$ cat src/rtl/secded_seq_pkg.sv
// Package: shared sizing helpers for the error-corrected sequencer.
// Assumes data widths small enough that eight check bits always suffice.
package secded_seq_pkg;

    // Number of Hamming check bits p needed for dw data bits: 2^p >= dw+p+1.
    function automatic int hamming_checks(input int dw);
        int p;
        p = 1;
        for (int k = 0; k < 8; k++) begin
            if ((1 << p) < dw + p + 1) begin
                p = p + 1;
            end
        end
        return p;
    endfunction

endpackage

$ cat src/rtl/secded_seq_enc.sv
// Module: secded_seq_enc
// Builds an extended Hamming word from DATA_W data bits. Bit 0 of the word is
// overall even parity. Bit i (1..DATA_W+CHK_W) is Hamming position i, with
// check bits at the powers of two and data bits filling the other positions
// in ascending order. Assumes CHK_W is large enough for DATA_W.
module secded_seq_enc #(
    parameter int DATA_W = 3,
    parameter int CHK_W  = 3,
    localparam int POS_N  = DATA_W + CHK_W,
    localparam int WORD_W = POS_N + 1
) (
    input  logic [DATA_W-1:0] data_i,
    output logic [WORD_W-1:0] word_o
);

    // Place data bits, compute the check bits, then the overall parity.
    always_comb begin
        logic [WORD_W-1:0] w;
        logic par;
        int di;
        w  = '0;
        di = 0;
        for (int pos = 1; pos <= POS_N; pos++) begin
            if ((pos & (pos - 1)) != 0) begin
                w[pos] = data_i[di];
                di     = di + 1;
            end
        end
        for (int k = 0; k < CHK_W; k++) begin
            par = 1'b0;
            for (int pos = 1; pos <= POS_N; pos++) begin
                if ((((pos >> k) & 1) == 1) && (pos != (1 << k))) begin
                    par = par ^ w[pos];
                end
            end
            w[1 << k] = par;
        end
        w[0]   = ^w;
        word_o = w;
    end

endmodule

$ cat src/rtl/secded_seq_dec.sv
// Module: secded_seq_dec
// Checks an extended Hamming word laid out as in secded_seq_enc. It repairs any
// single flipped bit and flags double errors. A syndrome that points past the
// last position counts as uncorrectable. Purely combinational.
module secded_seq_dec #(
    parameter int DATA_W = 3,
    parameter int CHK_W  = 3,
    localparam int POS_N  = DATA_W + CHK_W,
    localparam int WORD_W = POS_N + 1
) (
    input  logic [WORD_W-1:0] word_i,
    output logic [DATA_W-1:0] data_o,
    output logic              single_o,
    output logic              fatal_o
);

    logic [CHK_W-1:0]  syn;
    logic              odd;
    logic [WORD_W-1:0] fixed;

    // Syndrome and overall parity over the raw word.
    always_comb begin
        syn = '0;
        for (int k = 0; k < CHK_W; k++) begin
            for (int pos = 1; pos <= POS_N; pos++) begin
                if (((pos >> k) & 1) == 1) begin
                    syn[k] = syn[k] ^ word_i[pos];
                end
            end
        end
        odd = ^word_i;
    end

    // Classify the error and flip the bit the syndrome points at.
    always_comb begin
        fixed    = word_i;
        single_o = 1'b0;
        fatal_o  = 1'b0;
        if (odd) begin
            if (int'(syn) <= POS_N) begin
                single_o = 1'b1;
                for (int pos = 0; pos <= POS_N; pos++) begin
                    if (pos == int'(syn)) begin
                        fixed[pos] = ~word_i[pos];
                    end
                end
            end else begin
                fatal_o = 1'b1;
            end
        end else if (syn != '0) begin
            fatal_o = 1'b1;
        end
    end

    // Pull the data bits back out of the non-power-of-two positions.
    always_comb begin
        int di;
        data_o = '0;
        di     = 0;
        for (int pos = 1; pos <= POS_N; pos++) begin
            if ((pos & (pos - 1)) != 0) begin
                data_o[di] = fixed[pos];
                di         = di + 1;
            end
        end
    end

endmodule

$ cat src/rtl/secded_seq_step.sv
// Module: secded_seq_step
// Next-state logic of the sequencer. It counts 0..NUM_STATES-1 with wrap while
// advance_i is high and holds otherwise. Assumes cur_i is a legal state; the
// parent blocks the update when it is not.
module secded_seq_step #(
    parameter int NUM_STATES = 6,
    parameter int STATE_W    = 3
) (
    input  logic [STATE_W-1:0] cur_i,
    input  logic               advance_i,
    output logic [STATE_W-1:0] nxt_o
);

    localparam logic [STATE_W-1:0] LAST = STATE_W'(NUM_STATES - 1);

    // Wrap at the last state, otherwise increment or hold.
    always_comb begin
        if (!advance_i) begin
            nxt_o = cur_i;
        end else if (cur_i == LAST) begin
            nxt_o = '0;
        end else begin
            nxt_o = cur_i + 1'b1;
        end
    end

endmodule

$ cat src/rtl/secded_seq_strobe.sv
// Module: secded_seq_strobe
// Fully decoded per-state strobes. Each strobe compares the whole state
// vector, so an illegal code drives no strobe. enable_i gates every strobe.
module secded_seq_strobe #(
    parameter int NUM_STATES = 6,
    parameter int STATE_W    = 3
) (
    input  logic [STATE_W-1:0]    state_i,
    input  logic                  enable_i,
    output logic [NUM_STATES-1:0] strobe_o
);

    for (genvar i = 0; i < NUM_STATES; i++) begin : g_dec
        // Full-vector match for state i.
        assign strobe_o[i] = enable_i && (state_i == STATE_W'(i));
    end

endmodule

$ cat src/rtl/secded_seq.sv
// Module: secded_seq (top)
// Binary-coded sequencer whose state register carries extended Hamming
// protection. The repaired state feeds the next-state logic and is re-encoded
// on every edge. Double errors and illegal codes halt the machine with a
// sticky flag. Assumes NUM_STATES >= 2. The all-zero word encodes state 0
// because the code is linear.
module secded_seq #(
    parameter int NUM_STATES = 6,
    localparam int STATE_W = $clog2(NUM_STATES),
    localparam int CHK_W   = secded_seq_pkg::hamming_checks(STATE_W),
    localparam int WORD_W  = STATE_W + CHK_W + 1
) (
    input  logic                  clk,
    input  logic                  rst_n,
    input  logic                  advance_i,
    input  logic                  clear_err_i,
    input  logic [WORD_W-1:0]     inject_mask_i,
    output logic [NUM_STATES-1:0] state_strobe_o,
    output logic                  corrected_o,
    output logic                  uncorrectable_o,
    output logic                  halted_o
);

    localparam logic [STATE_W-1:0] LAST = STATE_W'(NUM_STATES - 1);

    logic [WORD_W-1:0]  word_q;
    logic [WORD_W-1:0]  next_word;
    logic [STATE_W-1:0] fixed_state;
    logic [STATE_W-1:0] next_state;
    logic               err_single;
    logic               err_fatal;
    logic               legal;
    logic               halted_q;
    logic               uncorr_q;
    logic               corr_q;
    logic               injecting;

    secded_seq_dec #(.DATA_W(STATE_W), .CHK_W(CHK_W)) u_dec (
        .word_i   (word_q),
        .data_o   (fixed_state),
        .single_o (err_single),
        .fatal_o  (err_fatal)
    );

    secded_seq_step #(.NUM_STATES(NUM_STATES), .STATE_W(STATE_W)) u_step (
        .cur_i     (fixed_state),
        .advance_i (advance_i),
        .nxt_o     (next_state)
    );

    secded_seq_enc #(.DATA_W(STATE_W), .CHK_W(CHK_W)) u_enc (
        .data_i (next_state),
        .word_o (next_word)
    );

    secded_seq_strobe #(.NUM_STATES(NUM_STATES), .STATE_W(STATE_W)) u_strobe (
        .state_i  (fixed_state),
        .enable_i (!halted_q && !err_fatal),
        .strobe_o (state_strobe_o)
    );

    // Legality of the repaired state code.
    assign legal     = (fixed_state <= LAST);
    assign injecting = (inject_mask_i != '0);

    // State word, halt, flag and repair pulse; priority reset > clear > inject.
    always_ff @(posedge clk) begin
        if (!rst_n || clear_err_i) begin
            word_q   <= '0;
            halted_q <= 1'b0;
            uncorr_q <= 1'b0;
            corr_q   <= 1'b0;
        end else if (injecting) begin
            word_q <= word_q ^ inject_mask_i;
            corr_q <= 1'b0;
        end else if (halted_q) begin
            corr_q <= 1'b0;
        end else if (err_fatal || !legal) begin
            halted_q <= 1'b1;
            uncorr_q <= 1'b1;
            corr_q   <= 1'b0;
        end else begin
            word_q <= next_word;
            corr_q <= err_single;
        end
    end

    assign corrected_o     = corr_q;
    assign uncorrectable_o = uncorr_q;
    assign halted_o        = halted_q;

    // A repaired word is clean one edge later.
    p_scrub_r3: assert property (@(posedge clk) disable iff (!rst_n)
        (err_single && !halted_q && legal && !clear_err_i && !injecting)
        |=> (!err_single && !err_fatal));

    // The repair edge raises the pulse.
    p_pulse_r4: assert property (@(posedge clk) disable iff (!rst_n)
        (err_single && !halted_q && legal && !clear_err_i && !injecting)
        |=> corrected_o);

    // Hold without an advance request.
    p_hold_r5: assert property (@(posedge clk) disable iff (!rst_n)
        (!halted_q && !err_fatal && legal && !advance_i && !clear_err_i && !injecting)
        |=> $stable(fixed_state));

    // Wrap from the last state to 0.
    p_wrap_r5: assert property (@(posedge clk) disable iff (!rst_n)
        (!halted_q && !err_fatal && fixed_state == LAST && advance_i
         && !clear_err_i && !injecting)
        |=> (fixed_state == '0));

    // Strobes are mutually exclusive and quiet while halted.
    p_onehot_r6: assert property (@(posedge clk) disable iff (!rst_n)
        $onehot0(state_strobe_o));
    p_quiet_r6: assert property (@(posedge clk) disable iff (!rst_n)
        halted_q |-> (state_strobe_o == '0));

    // Halt and flag are sticky until clear.
    p_sticky_r7: assert property (@(posedge clk) disable iff (!rst_n)
        (halted_q && !clear_err_i) |=> (halted_q && uncorr_q));

    // A fatal error while running halts at the next edge.
    p_halt_r7: assert property (@(posedge clk) disable iff (!rst_n)
        (err_fatal && !clear_err_i && !injecting) |=> halted_q);

    // Clear returns to a clean state 0.
    p_clear_r9: assert property (@(posedge clk) disable iff (!rst_n)
        clear_err_i |=> (!halted_q && !uncorr_q && fixed_state == '0 && !err_single));

endmodule

$ cat config.mk
export PLATFORM = sky130hd
export DESIGN_NAME = secded_seq
export DESIGN_NICKNAME = d
export VERILOG_FILES = /design/src/rtl/secded_seq_pkg.sv /design/src/rtl/secded_seq_enc.sv /design/src/rtl/secded_seq_dec.sv /design/src/rtl/secded_seq_step.sv /design/src/rtl/secded_seq_strobe.sv /design/src/rtl/secded_seq.sv
export SDC_FILE = /design/constraint.sdc
export NUM_CORES = 1
export LEC_CHECK = 0
export BUFFER_PORTS_ARGS = -buffer_cell sky130_fd_sc_hd__buf_4
export CORE_UTILIZATION = 59
export CTS_BUF_LIST = sky130_fd_sc_hd__clkbuf_2
export DETAILED_ROUTE_END_ITERATION = 10
export GPL_ROUTABILITY_DRIVEN = 0
export PLACE_DENSITY = 0.82
export SETUP_SLACK_MARGIN = 0.1
export SYNTH_ARGS = -nofsm -noshare
export SYNTH_HDL_FRONTEND = slang
export SYNTH_SLANG_ARGS = --single-unit
$ cat constraint.sdc
create_clock -name clk -period 4.3 [get_ports clk]
set_clock_uncertainty 0.15 [all_clocks]
set_input_delay 1.075 -clock clk [delete_from_list [all_inputs] [get_ports clk]]
set_output_delay 1.075 -clock clk [all_outputs]
set_load 0.005 [all_outputs]
==> flow_summary.ini, run 1 <==
[timing]
fmax_mhz = 249.9
maxSlewViolCount = 0
setup_viol = 0
period_share_pct = 93.05
slew_headroom_pct = 51.54
fin_crit_ns = 4.001
hold_viol_final = 0
worst_pin_slew_ns = 0.7203
fin_ws_ns = 0.2989
grt_setup_unrepaired = no
timing.hold.ws_ns = 0.3537
fin_setup_tns_ns = 0

[power_and_ir_drop]
leakagePower_nw = 0.5540
vdd_ir_drop_max_mv = 0.2385
powerDensity_nw_per_um2 = 230.0

[die]
rows = 16
io_pins = 20
start_util_pct = 64.95
die_w_um = 49.41
core_area_sq_um = 2042
die_height_um = 49.41
die-area_sq_um = 2441

[yosys]
ys_ff_latch = 10
syn_area_sq_um = 1326
synth_top_cell_by_area = dfxtp_1
syn_nets = 193
synth_area_leaders = dfxtp_1, xnor2_1, nor2_1
synth_top_area_share_pct = 15.09
ys_seq_area_share_pct = 15.09
yosysMostFrequentCell = nor2_1
yosys_warnings = 0
synth_cells = 181
synth_flop_cell = dfxtp_1
avgSynthCellArea_sq_um = 7.327
synth_enable_flop_cells = 0
synth_cell_types = 60
async_flop_share_pct = 0
synth_common_cells = nor2_1, nand2_1, a21oi_1, dfxtp_1, xnor2_1

[global_routing]
grt_max_degree = 19
grt_first_pass_wirelength_um = 6196
antenna_found_initial = 0
grt_pass1_vias = 1390
track_usage_pct = 32.75
grt_remaining_overflow = 0

[placement]
hpwl_um = 2854
portBuffers = 19
placed_cell_area_sq_um = 1470
pre_cts_ws_ns = 0.5692

[finish]
drive_gt1_share_pct = 19.49
n_antenna_cell = 0
syn2layout_area_growth_pct = 12.45
layout.nets = 208
design_area_sq_um = 1491

[critical_path]
cp.required_ns = 3.07
slowest_delay_ns = 0.64
endpoint_kind = output pin
rrSetupSlack_ns = 0.61
startpoint_type = register
path_max_fanout = 13
cp_cell_sequence = xor2_2 -> xor2_1 -> or4_4 -> nand4_1 -> inv_1 -> ha_1 -> and2_1 -> buf_4
critPathKind = reg -> out
slowest_stage = dfxtp_1
cp_data_arrival_time_ns = 2.78

[clocking]
post_cts_buffers = 0
cts_buffers = 3
clock_latency_ns = 0.27
clock_path_buffers = 2
cts_tree = built
cts.sinks = 10
cts.htree.levels = 1
clockRootBuffer = clkbuf_2
hold_buffers = 0
path_clk_slew_ns = 0.12
cts.repair.resized = 0

[hold_path]
hold_class = reg -> reg

[detailed_routing]
drt-total-wl_um = 3836
drc = 0
vias_per_cell = 6.950
ant_nets = 0
vias = 1543
drt-pass1-iter-count = 4
drt_iter0_markers = 59
wire_per_inst_um = 17.28

[flow_run]
maxCapViolCount = 0

[status]
outcome = finished clean
cell usage in the layout, fill, tap and decap left out, types with 2 or more instances in the layout:
cell type / count
a211o_1: 2
a211oi_1: 3
a21oi_1: 10
a221oi_1: 2
a31oi_1: 7
a32oi_1: 2
and2_1: 4
and4_1: 2
buf_4: 22
clkbuf_2: 3
dfxtp_1: 8
dfxtp_2: 2
inv_1: 4
nand2_1: 12
nand2b_1: 4
nand3_1: 6
nand3b_1: 4
nand4_1: 2
nor2_1: 16
nor2b_1: 8
nor3_1: 3
nor4_1: 4
o211ai_1: 2
o21ai_0: 7
o21bai_1: 3
o22ai_1: 3
or3_1: 3
xnor2_1: 10
xor2_1: 5
xor2_2: 2
through the flow:
| step | util [%] | power [mW] | instances |
|---|---|---|---|
| after detailed placement | 72.00 | 0.2816 | 218 |
| after CTS | 72.92 | 0.3362 | 222 |
| after global placement | 72.00 | 0.2766 | 218 |
| after floorplan | - | 0.2289 | 181 |
| after global routing | 73.04 | 0.3607 | 222 |
| final | 73.04 | 0.3430 | 222 |
sequential cells by signal (all words and copies together), names as in the netlist:
| name | flops |
|---|---|
| word_q | 7 |
| corrected_o | 1 |
| halted_o | 1 |
| uncorrectable_o | 1 |
layer usage:
metal	global-route usage, %	up-vias	share of wire (%)
met2	55.25	89	47
li1	-	714	-
met1	40.68	726	42
met4	12.86	0	3.3
met3	6.231	14	7.2
met5	0	-	0
critical path, delay by kind of cell, from the launching register on:
kind / cells / cell delay, ns
DFF: 1 / 0.64
and+or+nand+nor: 3 / 0.89
buffers and inverters: 2 / 0.19
adders and majority gates: 1 / 0.19
xor gates and xnor gates: 2 / 0.60
area by class of cell:
class                   instances  area, sq um
repair buffers                 22        165.2
flip-flops and latches         10        202.7
fillers                       168        550.5
inverters                       5        18.77
clock buffers                   3        15.01
multi-input cells             154         1052
well taps                      27        33.78
clock inverters                 1        3.754
path summary, 6_finish.rpt:
check	from	endpoint	cells past startpoint
max	word_q[2]$_SDFFE_PP0P_	state_strobe_o[3]	8
min	uncorrectable_o$_SDFFE_PP0P_	uncorrectable_o$_SDFFE_PP0P_	2
max reg2reg	word_q[2]$_SDFFE_PP0P_	word_q[0]$_SDFFE_PP0P_	10
min reg2reg	uncorrectable_o$_SDFFE_PP0P_	uncorrectable_o$_SDFFE_PP0P_	2
power by group:
group	switching [mW]	leakage, nW	internal [mW]
registers	0.0109	0.0824	0.0960
clock network	0.0378	0.0140	0.0202
logic	0.106	0.458	0.0723
total	0.155	0.554	0.188
cells by family (layout without fill, tap and decap cells):
family	count (synthesis)	in the layout	synth area share, %
xor+xnor	17	17	12.36
simple gates	78	78	33.87
buf+inv	17	31	5.565
flops	10	10	15.09
mux	1	1	1.132
compound gates	57	57	31.04
fa+ha+maj	1	1	0.9432
Power figures use the tool's default switching activity.
==> run 2: changes to the inputs <==
CELL_PAD_IN_SITES_DETAIL_PLACEMENT = 2   (was default)
CELL_PAD_IN_SITES_GLOBAL_PLACEMENT = 2   (was default)
CORE_UTILIZATION = 33   (was 59)
PLACE_DENSITY = default   (was 0.82)
PLACE_DENSITY_LB_ADDON = 0.1   (was default)
clock period = 3.94 ns   (was 4.3 ns; I/O delays follow)
==> run 2 against run 1 <==
Clock-buffer cell count unchanged. Power increased by 20%. Flip-flop and latch count unchanged. Routed wire length increased by 41%. Die area increased by 75%. Highest routed layer unchanged. Hold slack got worse by 0.0031 ns. Global-route usage decreased by 5.8 points. Core utilization decreased by 29 points. First-iteration DRC count increased by 10%. Non-clock buffer count increased by 10. Critical path type unchanged.
==> flow_summary.ini, run 2 (synthesis gave the netlist of run 1 again) <==
[status]
outcome = finished clean

[hold_path]
hold_class = reg -> reg

[power_and_ir_drop]
p_seq_share_pct = 27.6
p_sw_mw = 0.1938
pwr-share-comb_pct = 55.8
intPower_mw = 0.2191
leakagePower_nw = 0.6229
powerDensity_nw_per_um2 = 249.4
vdd_ir_drop_max_mv = 0.08727
clkPwrFrac_pct = 16.6
swShare_pct = 46.94

[detailed_routing]
drc = 0
highest_layer = met4
ant_nets = 0
vias_per_cell = 6.071
wl_met2_um = 2792
drt-pass1-iter-count = 4
wire_per_inst_um = 21.40
drt-total-wl_um = 5414
wl_met1_um = 2461
vias = 1536
met3_length_um = 147
drt_iter0_markers = 65

[timing]
hold_viol_final = 0
worst_pin_slew_ns = 0.7122
slew_headroom_pct = 51.29
fin_setup_tns_ns = 0
fmax_mhz = 266.2
period_share_pct = 95.35
setup_viol = 0
grt_setup_unrepaired = no
maxSlewViolCount = 0
fin_crit_ns = 3.757

[clocking]
cts_buffers = 3
cts.htree.levels = 1
clock_path_buffers = 2
cts.sinks = 10
clock_latency_ns = 0.28
path_clk_slew_ns = 0.13
hold_buffers = 0
cts_tree = built
clockRootBuffer = clkbuf_2

[finish]
largest-register = word_q
syn2layout_area_growth_pct = 24.81
n_fill_cell = 458
most-common-layout-cells = buf_4, nor2_1, nand2_1
largest_reg_flops = 7
layout.nets = 218
final_common_cell = buf_4
design_area_sq_um = 1655
drive_gt1_share_pct = 27.80
n_antenna_cell = 0

[die]
rows = 22
io_pins = 20
die-area_sq_um = 4277
die_height_um = 65.40
die_w_um = 65.40
start_util_pct = 35.43
core_area_sq_um = 3744

[critical_path]
cp_cell_sequence = or4b_1 -> and4_1 -> nor4_2 -> mux2_4 -> inv_2 -> nand2_1 -> nor2_1 -> buf_4
endpoint_kind = output pin
startpoint_type = register
cp_data_arrival_time_ns = 2.62
slowest_stage = or4b_1
critPathKind = reg -> out
path_max_fanout = 14
crit_family = simple AND/OR/NAND/NOR gates
cp.required_ns = 2.80
slowest_delay_ns = 0.56
crit_buf_inv = 2

[global_routing]
antenna_found_initial = 0
grt_pass1_vias = 1663
grt_first_pass_wirelength_um = 8707
grt_max_degree = 17
grt_remaining_overflow = 0
track_usage_pct = 26.95

[flow_run]
maxCapViolCount = 0

[placement]
placed_cell_area_sq_um = 1549
portBuffers = 19
hpwl_um = 4056
==> run 2: cell count changes in the layout (fill, tap and decap cells not counted), sizes merged <==
cell / before / now
buf: 22 / 32
==> run 2: timing repair <==
item                                    CTS  global route
cloned                                    0             0
resized for setup                         6             7
setup buffers                             0             3
endpoints found under the setup margin    6             6
==> run 2: layer usage <==
layer | GRT usage (%) | vias up
li1 | - | 732
met1 | 33.68 | 768
met4 | 4.891 | 0
met2 | 48.84 | 34
met5 | 0 | -
met3 | 3.819 | 2
==> run 2: per-stage QoR <==
stage	cells	worst slack [ns]	utilization (%)	total power [mW]	hold slack [ns]
global placement	246	0.4025	41.38	0.3172	0.3041
finish	253	0.1832	44.22	0.4129	0.3506
detailed placement	246	0.2863	41.38	0.3290	0.3165
CTS	250	0.1035	42.55	0.4002	0.3456
global route	253	0.1036	44.22	0.4346	0.4146
floorplan	181	0.6929	-	0.2498	0.3105
==> run 2: tightest hold or removal path, cell delays in order, from the launching register on <==
cell and delay (ns):
dfxtp_1 0.35, a31oi_1 0.05, nor2_1 0.08
==> run 2: cell type report <==
cell class / instances / area [sq um] / share of cell area, %
timing repair buffer: 32 / 240.2 / 14.51
clock inverter: 1 / 3.754 / 0.2268
inverter: 5 / 18.77 / 1.134
tap: 48 / 60.06 / 3.628
multi-input combinational: 154 / 1110 / 67.04
clock buffer: 3 / 15.01 / 0.9070
sequential: 10 / 207.7 / 12.55
==> run 2: power groups by stage <==
stage               logic [mW]  clock network (mW)  registers [mW]
CTS                      0.219              0.0674           0.113
finish                   0.230              0.0685           0.114
detailed placement       0.214                   0           0.115
floorplan                0.141                   0           0.109
global route             0.248              0.0720           0.115
global placement         0.203                   0           0.114
==> run 2: path summary, 6_finish.rpt <==
kind / start / to / slack (ns) / cells after the start
setup reg to reg: word_q[5]$_SDFFE_PP0P_ / word_q[0]$_SDFFE_PP0P_ / 0.42 / 10
hold / removal: uncorrectable_o$_SDFFE_PP0P_ / uncorrectable_o$_SDFFE_PP0P_ / 0.35 / 2
setup / recovery: word_q[5]$_SDFFE_PP0P_ / state_strobe_o[1] / 0.18 / 8
hold reg to reg: uncorrectable_o$_SDFFE_PP0P_ / uncorrectable_o$_SDFFE_PP0P_ / 0.35 / 2
==> run 3: changes to the inputs <==
CAP_MARGIN = 10   (was default)
CORE_MARGIN = 2   (was default)
==> run 3 against run 2 <==
Clock power shrank 3%. Worst setup slack better by 0.0038 ns. Die area rose by 6.2%. Clock-buffer cell count stayed put. Combinational power about the same. Register-to-register slack gained 0.06 ns. Global-route usage decreased by 2.4 points. Non-clock buffer count fell by 2. Critical path depth shrank 1. First-iteration DRC count rose by 26%. Highest routed layer unchanged.
==> flow_summary.ini, run 3 (synthesis gave the netlist of run 1 again) <==
[status]
outcome = finished clean

[timing]
timing.hold.ws_ns = 0.3523
slew_headroom_pct = 51.59
fmax_mhz = 266.5
fin_setup_tns_ns = 0
setup_viol = 0
period_share_pct = 95.25
grt_setup_unrepaired = yes
hold_viol_final = 0
worst_pin_slew_ns = 0.7079
maxSlewViolCount = 0
fin_ws_ns = 0.1871
fin_crit_ns = 3.753

[flow_run]
maxCapViolCount = 0

[hold_path]
hold_depth = 2
hold_class = reg -> reg
worst_hold_startpoint = uncorrectable_o$_SDFFE_PP0P_
worstHoldEndpoint = uncorrectable_o$_SDFFE_PP0P_

[global_routing]
grt_remaining_overflow = 0
track_usage_pct = 24.51
grt_first_pass_wirelength_um = 8217
antenna_found_initial = 0
grt_max_degree = 19
grt_pass1_vias = 1575

[finish]
final_common_cell = buf_4
n_fill_cell = 467
final_util_pct = 42.34
syn2layout_area_growth_pct = 25.85
n_antenna_cell = 0
most-common-layout-cells = buf_4, nor2_1, nand2_1
largest-register = word_q
largest_reg_flops = 7
register_area_sq_um = 207.7
layout.nets = 216
drive_gt1_share_pct = 28.57
fin_cells = 253
multi_input_area_sq_um = 1134

[detailed_routing]
drt-pass1-iter-count = 4
vias = 1552
wire_per_inst_um = 21.86
ant_nets = 0
drt_iter0_markers = 82
drt-total-wl_um = 5531
drc = 0
vias_per_cell = 6.134

[die]
die_w_um = 67.40
io_pins = 20
die-area_sq_um = 4542
rows = 23
start_util_pct = 33.64
core_area_sq_um = 3943
die_height_um = 67.40

[critical_path]
cp_data_arrival_time_ns = 2.62
endpoint_kind = output pin
critPathKind = reg -> out
rrSetupSlack_ns = 0.48
crit_path_start = word_q[2]$_SDFFE_PP0P_
startpoint_type = register
r2r-end = word_q[0]$_SDFFE_PP0P_
path_max_fanout = 8
r2r-start = word_q[3]$_SDFFE_PP0P_
cp.required_ns = 2.80
r2r_cells = 11

[clocking]
path_clk_slew_ns = 0.13
clock_latency_ns = 0.28
cts_buffers = 3
clock_path_buffers = 2
cts.sinks = 10
cts.htree.levels = 1
clockRootBuffer = clkbuf_2
cts_tree = built
hold_buffers = 0

[placement]
portBuffers = 19
pre_cts_ws_ns = 0.2360
dp.cells = 245
hpwl_um = 4136

[power_and_ir_drop]
powerDensity_nw_per_um2 = 245.1
vdd_ir_drop_max_mv = 0.1359
leakagePower_nw = 0.6181
==> run 3: cell count changes in the layout (fill, tap and decap cells not counted) <==
cell     before  now
inv_2         1    0
buf_4        32   30
nor4_1        3    2
nor2b_1       7    6
nor4b_1       1    0
nor4b_2       0    1
nor2b_2       1    2
inv_4         0    1
nor4_4        0    1
==> run 3: cell type report <==
cell class	instances	area share, %
clock buffers	3	0.8996
clock inverters	1	0.2249
inverters	5	1.274
multi-input cells	154	67.92
flip-flops and latches	10	12.44
well taps	50	3.748
repair buffers	30	13.49
==> run 3: worst max-delay path: stages (launching register included) <==
cell and delay [ns]:
dfxtp_1 0.45, xor2_4 0.31, xor2_2 0.42, o311ai_0 0.33, o32ai_1 0.34, nand2_1 0.21
nor2_1 0.15, buf_4 0.12
==> run 3: stage by stage <==
stage / total power, mW / instance area, sq um
6_report: 0.4090 / 1669
4_1_cts: 0.3967 / 1580
3_3_place_gp: 0.3129 / 1529
3_5_place_dp: 0.3231 / 1529
2_1_floorplan: 0.2498 / 1326
5_1_grt: 0.4352 / 1669
==> run 3: metal layers <==
layer / wire, um / track usage (%)
met4: 38 / 4.337
met2: 2851 / 44.43
met1: 2470 / 30.85
met5: 0 / 0
met3: 170 / 3.667
==> run 3: how the worst max path moves through the flow <==
stage | to | slack, ns
after floorplan | word_q[0]$_SDFFE_PP0P_ | 0.69
after global placement | state_strobe_o[3] | 0.41
final | state_strobe_o[0] | 0.19
after CTS | state_strobe_o[3] | 0.11
after global routing | state_strobe_o[2] | 0.04
after detailed placement | state_strobe_o[3] | 0.24
==> run 3: what timing repair did <==
| action | 4_1_cts | 5_1_grt |
|---|---|---|
| endpoints found under the setup margin | 6 | 6 |
| gates resized for setup | 7 | 11 |
| pin swaps | 0 | 1 |
| buffers inserted | 0 | 4 |
==> run 3: power breakdown <==
group / leakage (nW) / internal, mW / switching (mW) / total (mW)
clock: 0.0140 / 0.0220 / 0.0447 / 0.0667
sequential: 0.0835 / 0.105 / 0.00884 / 0.113
combinational: 0.521 / 0.0886 / 0.140 / 0.229
